[src/rtl/xdata_pkg.sv]
// Shared types for the external data space router.
// Assumes nothing beyond the IEEE 1800-2017 language.
package xdata_pkg;
    // Phases of an external bus access
    typedef enum logic [1:0] {
        XS_IDLE,
        XS_ADDR,
        XS_STRB,
        XS_HOLD
    } xphase_t;
endpackage

[src/rtl/xdata_decode.sv]
// Address decoder: flags an access for the internal SRAM window.
// Assumes the window starts at address zero and spans INT_BYTES bytes.
module xdata_decode #(
    parameter int ADDR_W    = 16,
    parameter int INT_BYTES = 1024
) (
    input  logic [ADDR_W-1:0] addr,
    input  logic              int_en,
    output logic              to_int
);
    localparam logic [ADDR_W-1:0] WIN_LIMIT = ADDR_W'(INT_BYTES);

    // Window hit only when the window is mapped in
    always_comb begin
        to_int = int_en && (addr < WIN_LIMIT);
    end
endmodule

[src/rtl/xdata_ext_seq.sv]
// External bus sequencer: runs address, strobe and hold phases whose
// lengths follow a stretch code captured at start.
// Assumes start is only raised while idle and MC_CLKS is even.
module xdata_ext_seq
    import xdata_pkg::*;
#(
    parameter int ADDR_W  = 16,
    parameter int DATA_W  = 8,
    parameter int ST_W    = 3,
    parameter int MC_CLKS = 4
) (
    input  logic              clk,
    input  logic              rst_n,
    input  logic              start,
    input  logic              write,
    input  logic [ADDR_W-1:0] addr,
    input  logic [DATA_W-1:0] wdata,
    input  logic [ST_W-1:0]   stretch,
    input  logic [DATA_W-1:0] ext_din,
    output logic              idle,
    output logic              fin,
    output logic [DATA_W-1:0] rdata,
    output logic [ADDR_W-1:0] ext_addr,
    output logic [DATA_W-1:0] ext_dout,
    output logic              ext_oe,
    output logic              ext_ale,
    output logic              ext_rd_n,
    output logic              ext_wr_n
);
    localparam int HALF     = MC_CLKS / 2;
    localparam int MAX_STRB = ((1 << ST_W) - 1) * MC_CLKS;
    localparam int CNT_W    = $clog2(MAX_STRB + 1);

    xphase_t            phase;
    logic [CNT_W-1:0]   cnt;
    logic [CNT_W-1:0]   ph_len;
    logic [ST_W-1:0]    st_q;
    logic               wr_q;
    logic [ADDR_W-1:0]  addr_q;
    logic [DATA_W-1:0]  wdata_q;
    logic [DATA_W-1:0]  rdata_q;
    logic               fin_q;
    logic               stretched;
    logic               ph_last;

    // Length of the current phase from the captured stretch code
    always_comb begin
        stretched = |st_q;
        unique case (phase)
            XS_ADDR: ph_len = CNT_W'(MC_CLKS) + CNT_W'(stretched);
            XS_STRB: ph_len = stretched ? CNT_W'(st_q) * CNT_W'(MC_CLKS)
                                        : CNT_W'(HALF);
            XS_HOLD: ph_len = CNT_W'(HALF) + CNT_W'(stretched);
            default: ph_len = CNT_W'(1);
        endcase
        ph_last = (cnt == ph_len - CNT_W'(1));
    end

    // Phase sequencing, request capture and read-data capture
    always_ff @(posedge clk) begin
        if (!rst_n) begin
            phase   <= XS_IDLE;
            cnt     <= '0;
            st_q    <= '0;
            wr_q    <= 1'b0;
            addr_q  <= '0;
            wdata_q <= '0;
            rdata_q <= '0;
            fin_q   <= 1'b0;
        end else begin
            fin_q <= 1'b0;
            unique case (phase)
                XS_IDLE: begin
                    if (start) begin
                        phase   <= XS_ADDR;
                        cnt     <= '0;
                        st_q    <= stretch;
                        wr_q    <= write;
                        addr_q  <= addr;
                        wdata_q <= wdata;
                    end
                end
                XS_ADDR: begin
                    if (ph_last) begin
                        phase <= XS_STRB;
                        cnt   <= '0;
                    end else begin
                        cnt <= cnt + CNT_W'(1);
                    end
                end
                XS_STRB: begin
                    if (ph_last) begin
                        phase <= XS_HOLD;
                        cnt   <= '0;
                        if (!wr_q) begin
                            rdata_q <= ext_din;
                        end
                    end else begin
                        cnt <= cnt + CNT_W'(1);
                    end
                end
                XS_HOLD: begin
                    if (ph_last) begin
                        phase <= XS_IDLE;
                        cnt   <= '0;
                        fin_q <= 1'b1;
                    end else begin
                        cnt <= cnt + CNT_W'(1);
                    end
                end
                default: phase <= XS_IDLE;
            endcase
        end
    end

    // Bus pins decoded from the registered phase
    always_comb begin
        idle     = (phase == XS_IDLE);
        fin      = fin_q;
        rdata    = rdata_q;
        ext_addr = addr_q;
        ext_dout = wdata_q;
        ext_ale  = (phase == XS_ADDR) && (cnt < CNT_W'(HALF));
        ext_rd_n = !((phase == XS_STRB) && !wr_q);
        ext_wr_n = !((phase == XS_STRB) && wr_q);
        ext_oe   = wr_q && ((phase == XS_STRB) || (phase == XS_HOLD));
    end

    // Run length of the current strobe, kept for the bound check
    logic [CNT_W:0] strb_run;
    always_ff @(posedge clk) begin
        if (!rst_n) begin
            strb_run <= '0;
        end else if (!ext_rd_n || !ext_wr_n) begin
            strb_run <= strb_run + (CNT_W+1)'(1);
        end else begin
            strb_run <= '0;
        end
    end

    a_r5_strobe_bounded: assert property (@(posedge clk) disable iff (!rst_n)
        (!ext_rd_n || !ext_wr_n) |-> (strb_run < (CNT_W+1)'(MAX_STRB)))
        else $error("strobe longer than the largest stretch allows");

    a_r6_latch_before_strobe: assert property (@(posedge clk) disable iff (!rst_n)
        ($fell(ext_rd_n) || $fell(ext_wr_n)) |-> !$past(ext_ale))
        else $error("strobe began without a setup gap after ALE");

    a_r9_addr_held: assert property (@(posedge clk) disable iff (!rst_n)
        ((phase != XS_IDLE) && ($past(phase) != XS_IDLE)) |-> $stable(ext_addr))
        else $error("external address moved during an access");
endmodule

[src/rtl/xdata_router.sv]
// External data space router: sends each access to the internal SRAM
// window or to the stretched external bus, and reports completion.
// Assumes the requester waits for done before the next request and the
// SRAM returns read data one clock after its enable.
module xdata_router #(
    parameter int ADDR_W    = 16,
    parameter int DATA_W    = 8,
    parameter int ST_W      = 3,
    parameter int MC_CLKS   = 4,
    parameter int INT_BYTES = 1024
) (
    input  logic                          clk,
    input  logic                          rst_n,
    input  logic                          req_valid,
    input  logic                          req_write,
    input  logic [ADDR_W-1:0]             req_addr,
    input  logic [DATA_W-1:0]             req_wdata,
    input  logic                          int_en,
    input  logic [ST_W-1:0]               stretch,
    output logic [DATA_W-1:0]             rd_data,
    output logic                          done,
    output logic                          sram_en,
    output logic                          sram_we,
    output logic [$clog2(INT_BYTES)-1:0]  sram_addr,
    output logic [DATA_W-1:0]             sram_wdata,
    input  logic [DATA_W-1:0]             sram_rdata,
    output logic [ADDR_W-1:0]             ext_addr,
    output logic [DATA_W-1:0]             ext_dout,
    output logic                          ext_oe,
    input  logic [DATA_W-1:0]             ext_din,
    output logic                          ext_ale,
    output logic                          ext_rd_n,
    output logic                          ext_wr_n
);
    localparam int IA_W = $clog2(INT_BYTES);

    logic              to_int;
    logic              accept;
    logic              ext_idle;
    logic              ext_fin;
    logic [DATA_W-1:0] ext_rdata;
    logic [1:0]        int_ph;
    logic              int_done;
    logic [DATA_W-1:0] int_rdata_q;
    logic              from_int;

    xdata_decode #(
        .ADDR_W    (ADDR_W),
        .INT_BYTES (INT_BYTES)
    ) dec_i (
        .addr   (req_addr),
        .int_en (int_en),
        .to_int (to_int)
    );

    // A request is taken only when both paths are idle
    always_comb begin
        accept = req_valid && ext_idle && (int_ph == 2'd0);
    end

    xdata_ext_seq #(
        .ADDR_W  (ADDR_W),
        .DATA_W  (DATA_W),
        .ST_W    (ST_W),
        .MC_CLKS (MC_CLKS)
    ) seq_i (
        .clk      (clk),
        .rst_n    (rst_n),
        .start    (accept && !to_int),
        .write    (req_write),
        .addr     (req_addr),
        .wdata    (req_wdata),
        .stretch  (stretch),
        .ext_din  (ext_din),
        .idle     (ext_idle),
        .fin      (ext_fin),
        .rdata    (ext_rdata),
        .ext_addr (ext_addr),
        .ext_dout (ext_dout),
        .ext_oe   (ext_oe),
        .ext_ale  (ext_ale),
        .ext_rd_n (ext_rd_n),
        .ext_wr_n (ext_wr_n)
    );

    // Internal path: one enable clock, one SRAM latency clock, then capture
    always_ff @(posedge clk) begin
        if (!rst_n) begin
            int_ph      <= 2'd0;
            sram_en     <= 1'b0;
            sram_we     <= 1'b0;
            sram_addr   <= '0;
            sram_wdata  <= '0;
            int_done    <= 1'b0;
            int_rdata_q <= '0;
        end else begin
            sram_en  <= 1'b0;
            sram_we  <= 1'b0;
            int_done <= 1'b0;
            unique case (int_ph)
                2'd0: begin
                    if (accept && to_int) begin
                        int_ph     <= 2'd1;
                        sram_en    <= 1'b1;
                        sram_we    <= req_write;
                        sram_addr  <= req_addr[IA_W-1:0];
                        sram_wdata <= req_wdata;
                    end
                end
                2'd1: int_ph <= 2'd2;
                2'd2: begin
                    int_ph      <= 2'd0;
                    int_done    <= 1'b1;
                    int_rdata_q <= sram_rdata;
                end
                default: int_ph <= 2'd0;
            endcase
        end
    end

    // Remember which path serves the access in flight
    always_ff @(posedge clk) begin
        if (!rst_n) begin
            from_int <= 1'b0;
        end else if (accept) begin
            from_int <= to_int;
        end
    end

    // Result and completion merge
    always_comb begin
        done    = int_done | ext_fin;
        rd_data = from_int ? int_rdata_q : ext_rdata;
    end

    a_r1_int_quiet_bus: assert property (@(posedge clk) disable iff (!rst_n)
        sram_en |-> (ext_rd_n && ext_wr_n && !ext_ale))
        else $error("external bus active during an SRAM access");

    a_r2_no_sram_on_strobe: assert property (@(posedge clk) disable iff (!rst_n)
        (!ext_rd_n || !ext_wr_n) |-> !sram_en)
        else $error("SRAM enabled during an external strobe");

    a_r4_int_latency: assert property (@(posedge clk) disable iff (!rst_n)
        sram_en |-> ##2 done)
        else $error("internal access did not finish on time");

    a_r9_done_pulse: assert property (@(posedge clk) disable iff (!rst_n)
        done |=> !done)
        else $error("done held longer than one clock");
endmodule

[config.mk]
export PLATFORM = sky130hd
export DESIGN_NAME = xdata_router
export DESIGN_NICKNAME = d
export VERILOG_FILES = /design/src/rtl/xdata_pkg.sv /design/src/rtl/xdata_decode.sv /design/src/rtl/xdata_ext_seq.sv /design/src/rtl/xdata_router.sv
export SDC_FILE = /design/constraint.sdc
export NUM_CORES = 1
export LEC_CHECK = 0
export ABC_AREA = 1
export ABC_CLOCK_PERIOD_IN_PS = 2240
export CORE_MARGIN = 2
export CORE_UTILIZATION = 41
export CTS_CLUSTER_SIZE = 40
export DETAILED_ROUTE_END_ITERATION = 7
export GPL_ROUTABILITY_DRIVEN = 0
export PLACE_DENSITY = 0.71
export SYNTH_ARGS = -nofsm -noshare
export SYNTH_HDL_FRONTEND = slang
export SYNTH_SLANG_ARGS = --single-unit
[constraint.sdc]
create_clock -name clk -period 2.24 [get_ports clk]
set_clock_uncertainty 0.15 [all_clocks]
set_input_delay 0.448 -clock clk [delete_from_list [all_inputs] [get_ports clk]]
set_output_delay 0.448 -clock clk [all_outputs]
set_load 0.005 [all_outputs]
# ---- Word-level counts from Yosys, hierarchy flattened
# Index checks and enable logic that the tools add are counted.
dict set report totals {
  output_inout_bits 57
  reg_bits 76
  inputBits 48
}
dict set report classes {
  bitwise_logic 2
  n_eq_ne 11
  n_reduce_logical 25
  order_cmp 2
  mux 16
  add_sub_neg 4
}
# operator n
set ops {}
lappend ops {{$lt 16x11->1 const B} 1}
lappend ops {{$mux 5} 3}
lappend ops {{$pmux 5 s3} 1}
lappend ops {{$mux 2} 5}
lappend ops {{$ne 2x1->1 const B} 5}
lappend ops {{$pmux 5 s2} 1}
lappend ops {{$logic_and 1x1->1} 9}
lappend ops {{$mux 8} 1}
lappend ops {{$pmux 2 s4} 1}
lappend ops {{$reduce_and 2->1} 4}
lappend ops {{$eq 2x2->1 const B} 3}
lappend ops {{$reduce_and 3->1} 2}
lappend ops {{$reduce_or 3->1} 2}
lappend ops {{$add 5x1->5 const B} 1}
lappend ops {{$eq 5x5->1} 1}
lappend ops {{$lt 5x2->1 const B} 1}
lappend ops {{$sub 5x1->5 const B} 1}
lappend ops {{$add 3x1->4 const A} 1}
lappend ops {{$eq 2x1->1 const B} 2}
lappend ops {{$logic_not 1->1} 4}
lappend ops {{$logic_not 2->1} 2}
lappend ops {{$pmux 2 s2} 1}
lappend ops {{$reduce_and 4->1} 1}
lappend ops {{$add 2x1->3 const A} 1}
lappend ops {{other kinds (4)} 6}

# ---- Depth between registers and ports, before layout
dict set report logic_depth {
  word_depth 7
  ltp_mapped 17
  mapped_depth_nobuf 17
}

# ---- Cells and area by module
# From an unflattened synthesis, not the netlist that was laid out.
dict set report unflattened {
  hier_cells 536
  hier_area_um2 3681.0
}
# module instances cells_each seq_area_each_um2 area_each_um2
set by_module_without_submodules {}
lappend by_module_without_submodules {xdata_ext_seq 1 310 880.8 2135.8}
lappend by_module_without_submodules {xdata_router 1 220 640.6 1522.7}
lappend by_module_without_submodules {xdata_decode 1 6 0.0 22.5}

# ---- Worst setup path after synthesis
# OpenSTA, ideal clock, no wires.
dict set report synth_path {
  kind {reg2reg}
  startpoint {reg seq_i.phase[0]}
  endpoint {reg seq_i.rdata_q[0] (netlist: seq_i.rdata[0])}
  arrival_time_ps 2141
  stages_incl_launch_ff 17
  path_buffers 1
  setup_time_ps 113
  required_time_ps 1977
  slack_ps -163
  path_cell_list {dfxtp_1 > inv_1 > ha_1 > nor2_1 > nor2_1 > nand2_1 > ha_1 > inv_1 > nor2_1 > nor2_1 > nand2_1 > nand3_2 > nor2_4 > nand4_4 > buf_6 > nor2_1 > nor2_1}
}
dict set report synth_via {
  elab_chain_len 5
}
# item line
set synth_rtl {}
lappend synth_rtl {{start, declared} xdata_ext_seq.sv:34} ;# xphase_t phase;
lappend synth_rtl {{start signal, assigned} xdata_ext_seq.sv:62} ;# phase <= XS_IDLE;
lappend synth_rtl {{start signal, assigned} xdata_ext_seq.sv:75} ;# phase <= XS_ADDR;
lappend synth_rtl {{start signal, assigned} xdata_ext_seq.sv:85} ;# phase <= XS_STRB;
lappend synth_rtl {{$eq 2x2->1 (tied with other cells)} xdata_ext_seq.sv:49} ;# unique case (phase)
lappend synth_rtl {{$pmux 5 s3} xdata_ext_seq.sv:49}
lappend synth_rtl {{$sub 5x1->5} xdata_ext_seq.sv:56} ;# ph_last = (cnt == ph_len - CNT_W'(1));
lappend synth_rtl {{$eq 5x5->1} xdata_ext_seq.sv:56}
lappend synth_rtl {{$reduce_and 3->1 (no source line) (*)} n/a}
lappend synth_rtl {{end signal, assigned} xdata_ext_seq.sv:96} ;# rdata_q <= ext_din;
lappend synth_rtl {{end, declared} xdata_ext_seq.sv:41} ;# logic [DATA_W-1:0] rdata_q;
# Mark *: on every way between the ends. The rest lies on a longest branch, timed or not.
# A chain may end at the register's enable or synchronous reset.

# ---- Worst setup path after layout
dict set report layout_path {
  startpoint {reg seq_i.phase[0]}
  endpoint {reg seq_i.cnt[3]}
}
dict set report layout_via {
  elab_chain_len 6
}
# item line
set layout_rtl {}
lappend layout_rtl {{$eq 2x2->1 / $eq 2x1->1 (equally long branches)} {xdata_ext_seq.sv:49, xdata_ext_seq.sv:72}}
lappend layout_rtl {{$pmux 5 s3} xdata_ext_seq.sv:49}
lappend layout_rtl {{$sub 5x1->5} xdata_ext_seq.sv:56}
lappend layout_rtl {{$eq 5x5->1} xdata_ext_seq.sv:56}
lappend layout_rtl {{$mux 5} {xdata_ext_seq.sv:84, xdata_ext_seq.sv:92, xdata_ext_seq.sv:103}}
lappend layout_rtl {{$pmux 5 s2} xdata_ext_seq.sv:72} ;# unique case (phase)
lappend layout_rtl {{end signal, assigned} xdata_ext_seq.sv:88} ;# cnt <= cnt + CNT_W'(1);
lappend layout_rtl {{end signal, assigned} xdata_ext_seq.sv:99} ;# cnt <= cnt + CNT_W'(1);
lappend layout_rtl {{end signal, assigned} xdata_ext_seq.sv:108} ;# cnt <= cnt + CNT_W'(1);
lappend layout_rtl {{end, declared} xdata_ext_seq.sv:35} ;# logic [CNT_W-1:0] cnt;
# Parallel ways exist; a longest one is shown, timed or not.

==> results.yml <==
status:
  outcome: "finished with violations"
  violations: "negative setup slack"
cells_and_area:
  drive_gt1_share_pct: 13.8
  area_delta_synth_final_pct: 49.2
  final.fill_count: 679
  final-seq-area_sq_um: 1530
  finish.net_count: 617
  antennaDiodeCount: 0
  area_taken_by_multi_input_logic_gates_sq_um: 1580
  finish.utilization_pct: 62.7
  stdcell_count: 669
global_route:
  via_count_of_the_first_global_routing_pass: 3158
  gr-max-usage-layer: "met2"
  grt_util_met3_pct: 6.02
  globalRouteOverflowTotal: 0
  grt_first_pass_wirelength_um: 14300
  pin_count_of_the_biggest_net_entering_global_routing: 36
  number_of_antenna_violations_at_the_first_check_in_global_routing: 0
  globalRouteMet1Util_pct: 24.5
  globalRouteMet2Util_pct: 35.7
  globalRouteTotalUtil_pct: 21.0
yosys:
  ys_seq_elements: 76
  yosysSeqAreaShare_pct: 47.3
  synth.net_count: 497
  netlist_area_sq_um: 3220
  synth-warning-count: 0
  syn_inst: 442
  synth.distinct_cells: 30
  synthesis.area_per_instance_sq_um: 7.28
route:
  drt-wirelength-per-cell_um: 13.0
  drt-total-wl_um: 8680
  drtPass1Iterations: 4
  drt.antenna.violating_nets: 0
  vias: 3165
  route.detailed.vias_per_inst: 4.73
  post-route-drc-count: 0
  detail_route.iter0.violations: 71
clock_network:
  numCtsBuffers: 9
  cts.clk_slew.worst_paths_ps: 70
  cts_buffer_depth: 2
  clk_root_buffer_cell: "clkbuf_8"
  cts_tree: "done"
  cts_htree_levels: 3
  clock_insertion_delay_worst_skew_ps: 340
  cts.sinks: 76
power:
  p_sw_w: 0.00164
  comb_power_share_pct: 40.6
  p_leak_nw: 2.01
  internal-power_w: 0.00304
  power_frac_clock_pct: 23.9
  pwr_density_cell_nw_per_um2: 976
  worst_ir_drop_vdd_mv: 0.404
  power.sequential.fraction_pct: 35.5
  netSwitchingFraction_pct: 35.1
worst_setup_path:
  worstSetupStartpointType: "flip-flop"
  cp_num_cells: 14
  endpoint: "seq_i.cnt[3]$_SDFFE_PN0N_"
  cp_slowest_stage_delay_ps: 370
  worst-path-buf-inv: 1
  critPathMaxFanout: 5
  worstReg2RegEnd: "seq_i.cnt[3]$_SDFFE_PN0N_"
  critical_path.slowest_cell: "dfxtp_4"
  critPathRequiredTime_ps: 2320
  critPathLaunch: "seq_i.phase[0]$_SDFFE_PN0P_"
  worst_path_dominant_cell_family: "simple AND/OR/NAND/NOR gates"
  reg2reg_from: "seq_i.phase[0]$_SDFFE_PN0P_"
  setup.worst_path.class: "reg -> reg"
  worst_r2r_path_depth: 14
  timing.critical_path.to_type: "flip-flop"
  cp_data_arrival_time_ps: 2400
  crit_chain: "inv_4 -> ha_4 -> nor2_4 -> nor2_2 -> nand2_2 -> ha_4 -> xor2_1 -> nand3_2 -> nor2_4 -> nand3_2 -> nand2_1 -> nand2_1 -> nand2_2 -> nor2_1"
  slack_of_the_worst_reg_to_reg_path_ps: -80
floorplan:
  die_height_um: 92.6
  ios: 105
  initial_utilization_pct: 42.0
  die_area_sq_um: 8570
  floorplan.die.width_um: 92.6
  design.core.area_sq_um: 7650
  row_count: 32
timing:
  fin_crit_ps: 2320
  relSlewSlack_pct: 62.3
  worst_slack_ps: -82.9
  timing_max_transition_violations_final: 0
  setup_viol: 16
  setup_repair_after_global_routing_missed_its_margin: "yes"
  maxClockFrequency_mhz: 430
  final.period_utilization_pct: 104
  number_of_hold_violations_in_the_final_report: 0
  worst_slew_pin_slew_ps: 565
place:
  hpwlAfterDp_um: 6160
  dpl.cell_count: 650
  preCtsSetupSlack_ps: -152
  number_of_buffer_cells_added_on_primary_ports: 104
job:
  drv.max_cap_violation_count: 0
hold_path:
  timing.hold.worst.class: "reg -> reg"
## synthesized netlist by cell type
library cell | n | area (sq um)
o21ai_2 | 2 | 17.5
buf_2 | 3 | 15.0
o211ai_1 | 1 | 7.51
and3_1 | 1 | 6.26
o21ai_1 | 1 | 5.00
mux2i_1 | 1 | 10.0
clkbuf_1 | 10 | 37.5
inv_1 | 25 | 93.8
nand4_4 | 1 | 21.3
nand3_2 | 1 | 10.0
or2_2 | 1 | 6.26
ha_1 | 7 | 87.6
clkbuf_2 | 2 | 10.0
nor2_4 | 1 | 11.3
buf_6 | 3 | 33.8
nor2_2 | 2 | 12.5
a21oi_1 | 6 | 30.0
nor3_2 | 1 | 10.0
dfxtp_1 | 76 | 1520
o21ai_0 | 61 | 305
nor2_1 | 139 | 522
inv_2 | 4 | 15.0
xor2_1 | 5 | 43.8
nand2_1 | 63 | 236
nand4_1 | 5 | 31.3
nand3_1 | 8 | 40.0
clkinv_1 | 1 | 3.75
nand2_2 | 6 | 37.5
clkbuf_8 | 1 | 13.8
nor3_1 | 4 | 20.0
## through the flow
step | instance area (sq um) | hold WS (ps) | TNS, ps | total power [W]
finish | 4800 | 325 | -653 | 0.00468
CTS | 4790 | 325 | -148 | 0.00469
detailed placement | 4460 | 311 | -1990 | 0.00337
global placement | 4460 | 304 | -204 | 0.00332
global route | 4800 | 357 | -3290 | 0.00499
floorplan | 3230 | 292 | 0 | 0.00263
## layout by cell type, fill, tap and decap left out, types with 3 or more instances in the layout
cell,n
nor2_1,135
clkdlybuf4s50_1,99
dfxtp_1,73
o21ai_0,61
nand2_1,58
inv_1,23
buf_4,21
nand2_2,11
clkbuf_8,9
nand3_1,7
a21oi_1,6
inv_2,5
xor2_1,5
nand4_1,5
nor2_2,4
nor3_1,4
dlygate4sd2_1,4
nor2_4,3
ha_4,3
ha_1,3
dfxtp_4,3
## registers in the layout, summed over array words and instances (netlist names)
| signal | cells |
|---|---|
| seq_i.ext_addr | 16 |
| sram_wdata | 8 |
| sram_en | 1 |
| seq_i.phase | 2 |
| seq_i.fin | 1 |
| seq_i.ext_dout | 8 |
| sram_addr | 10 |
| from_int | 1 |
| seq_i.cnt | 5 |
| seq_i.rdata | 8 |
| int_rdata_q | 8 |
| sram_we | 1 |
| int_ph | 2 |
| seq_i.wr_q | 1 |
| int_done | 1 |
| seq_i.st_q | 3 |
## power groups by stage
stage / sequential [W] / combinational, W / clock, W
2_1_floorplan: 0.00167 / 0.000962 / 0
3_3_place_gp: 0.00167 / 0.00165 / 0
3_5_place_dp: 0.00168 / 0.00170 / 0
4_1_cts: 0.00166 / 0.00189 / 0.00114
5_1_grt: 0.00169 / 0.00210 / 0.00120
6_report: 0.00166 / 0.00190 / 0.00112
## layer usage
metal | share of wire (%) | up-vias
met5 | 0 | -
met1 | 44 | 1426
met3 | 6.6 | 17
li1 | - | 1634
met4 | 2.2 | 0
met2 | 47 | 88
## layout make-up
type / count / share of cell area, %
multi-input combinational: 318 / 32.9
sequential: 76 / 31.9
timing repair buffer: 127 / 25.6
clock buffer: 10 / 2.66
tap: 102 / 2.66
inverter: 30 / 2.40
clock inverter: 6 / 1.85
## tightest hold or removal path: cells and delay by family, from the launching register on
kind | cells | cell delay (ps)
AOI/OAI and AO/OA | 1 | 60
DFF | 1 | 310
buffers and inverters | 1 | 60
## worst min path at each step
stage | startpoint | end | slack (ps) | cells past startpoint
floorplan | int_ph[1]$_SDFFE_PN0P_ | int_ph[1]$_SDFFE_PN0P_ | 290 | 1
global placement | seq_i.ext_addr[15]$_SDFFE_PN0P_ | seq_i.ext_addr[15]$_SDFFE_PN0P_ | 300 | 2
detailed placement | int_ph[1]$_SDFFE_PN0P_ | int_ph[1]$_SDFFE_PN0P_ | 310 | 1
CTS | int_ph[0]$_SDFFE_PN0P_ | int_ph[1]$_SDFFE_PN0P_ | 330 | 2
global route | seq_i.st_q[2]$_SDFFE_PN0P_ | seq_i.st_q[2]$_SDFFE_PN0P_ | 360 | 2
finish | seq_i.st_q[2]$_SDFFE_PN0P_ | seq_i.st_q[2]$_SDFFE_PN0P_ | 330 | 2
## what timing repair did
item                       CTS  global route
gates cloned                 1             0
setup endpoints to repair   28            18
hold buffers                 0             0
resized for setup           26             2
pin swaps                   10             1
buffers inserted             2             0
## cells by family (layout without fill, tap and decap cells)
| family | count (synthesis) | in the layout | share of synthesized area [%] |
|---|---|---|---|
| xor gates and xnor gates | 5 | 5 | 1.36 |
| and+or+nand+nor | 233 | 234 | 30.0 |
| buffers and inverters | 49 | 173 | 6.93 |
| adders and majority gates | 7 | 7 | 2.72 |
| DFF | 76 | 76 | 47.3 |
| AOI/OAI and AO/OA | 71 | 71 | 11.4 |
| muxes | 1 | 1 | 0.311 |
Power figures use the tool's default switching activity.
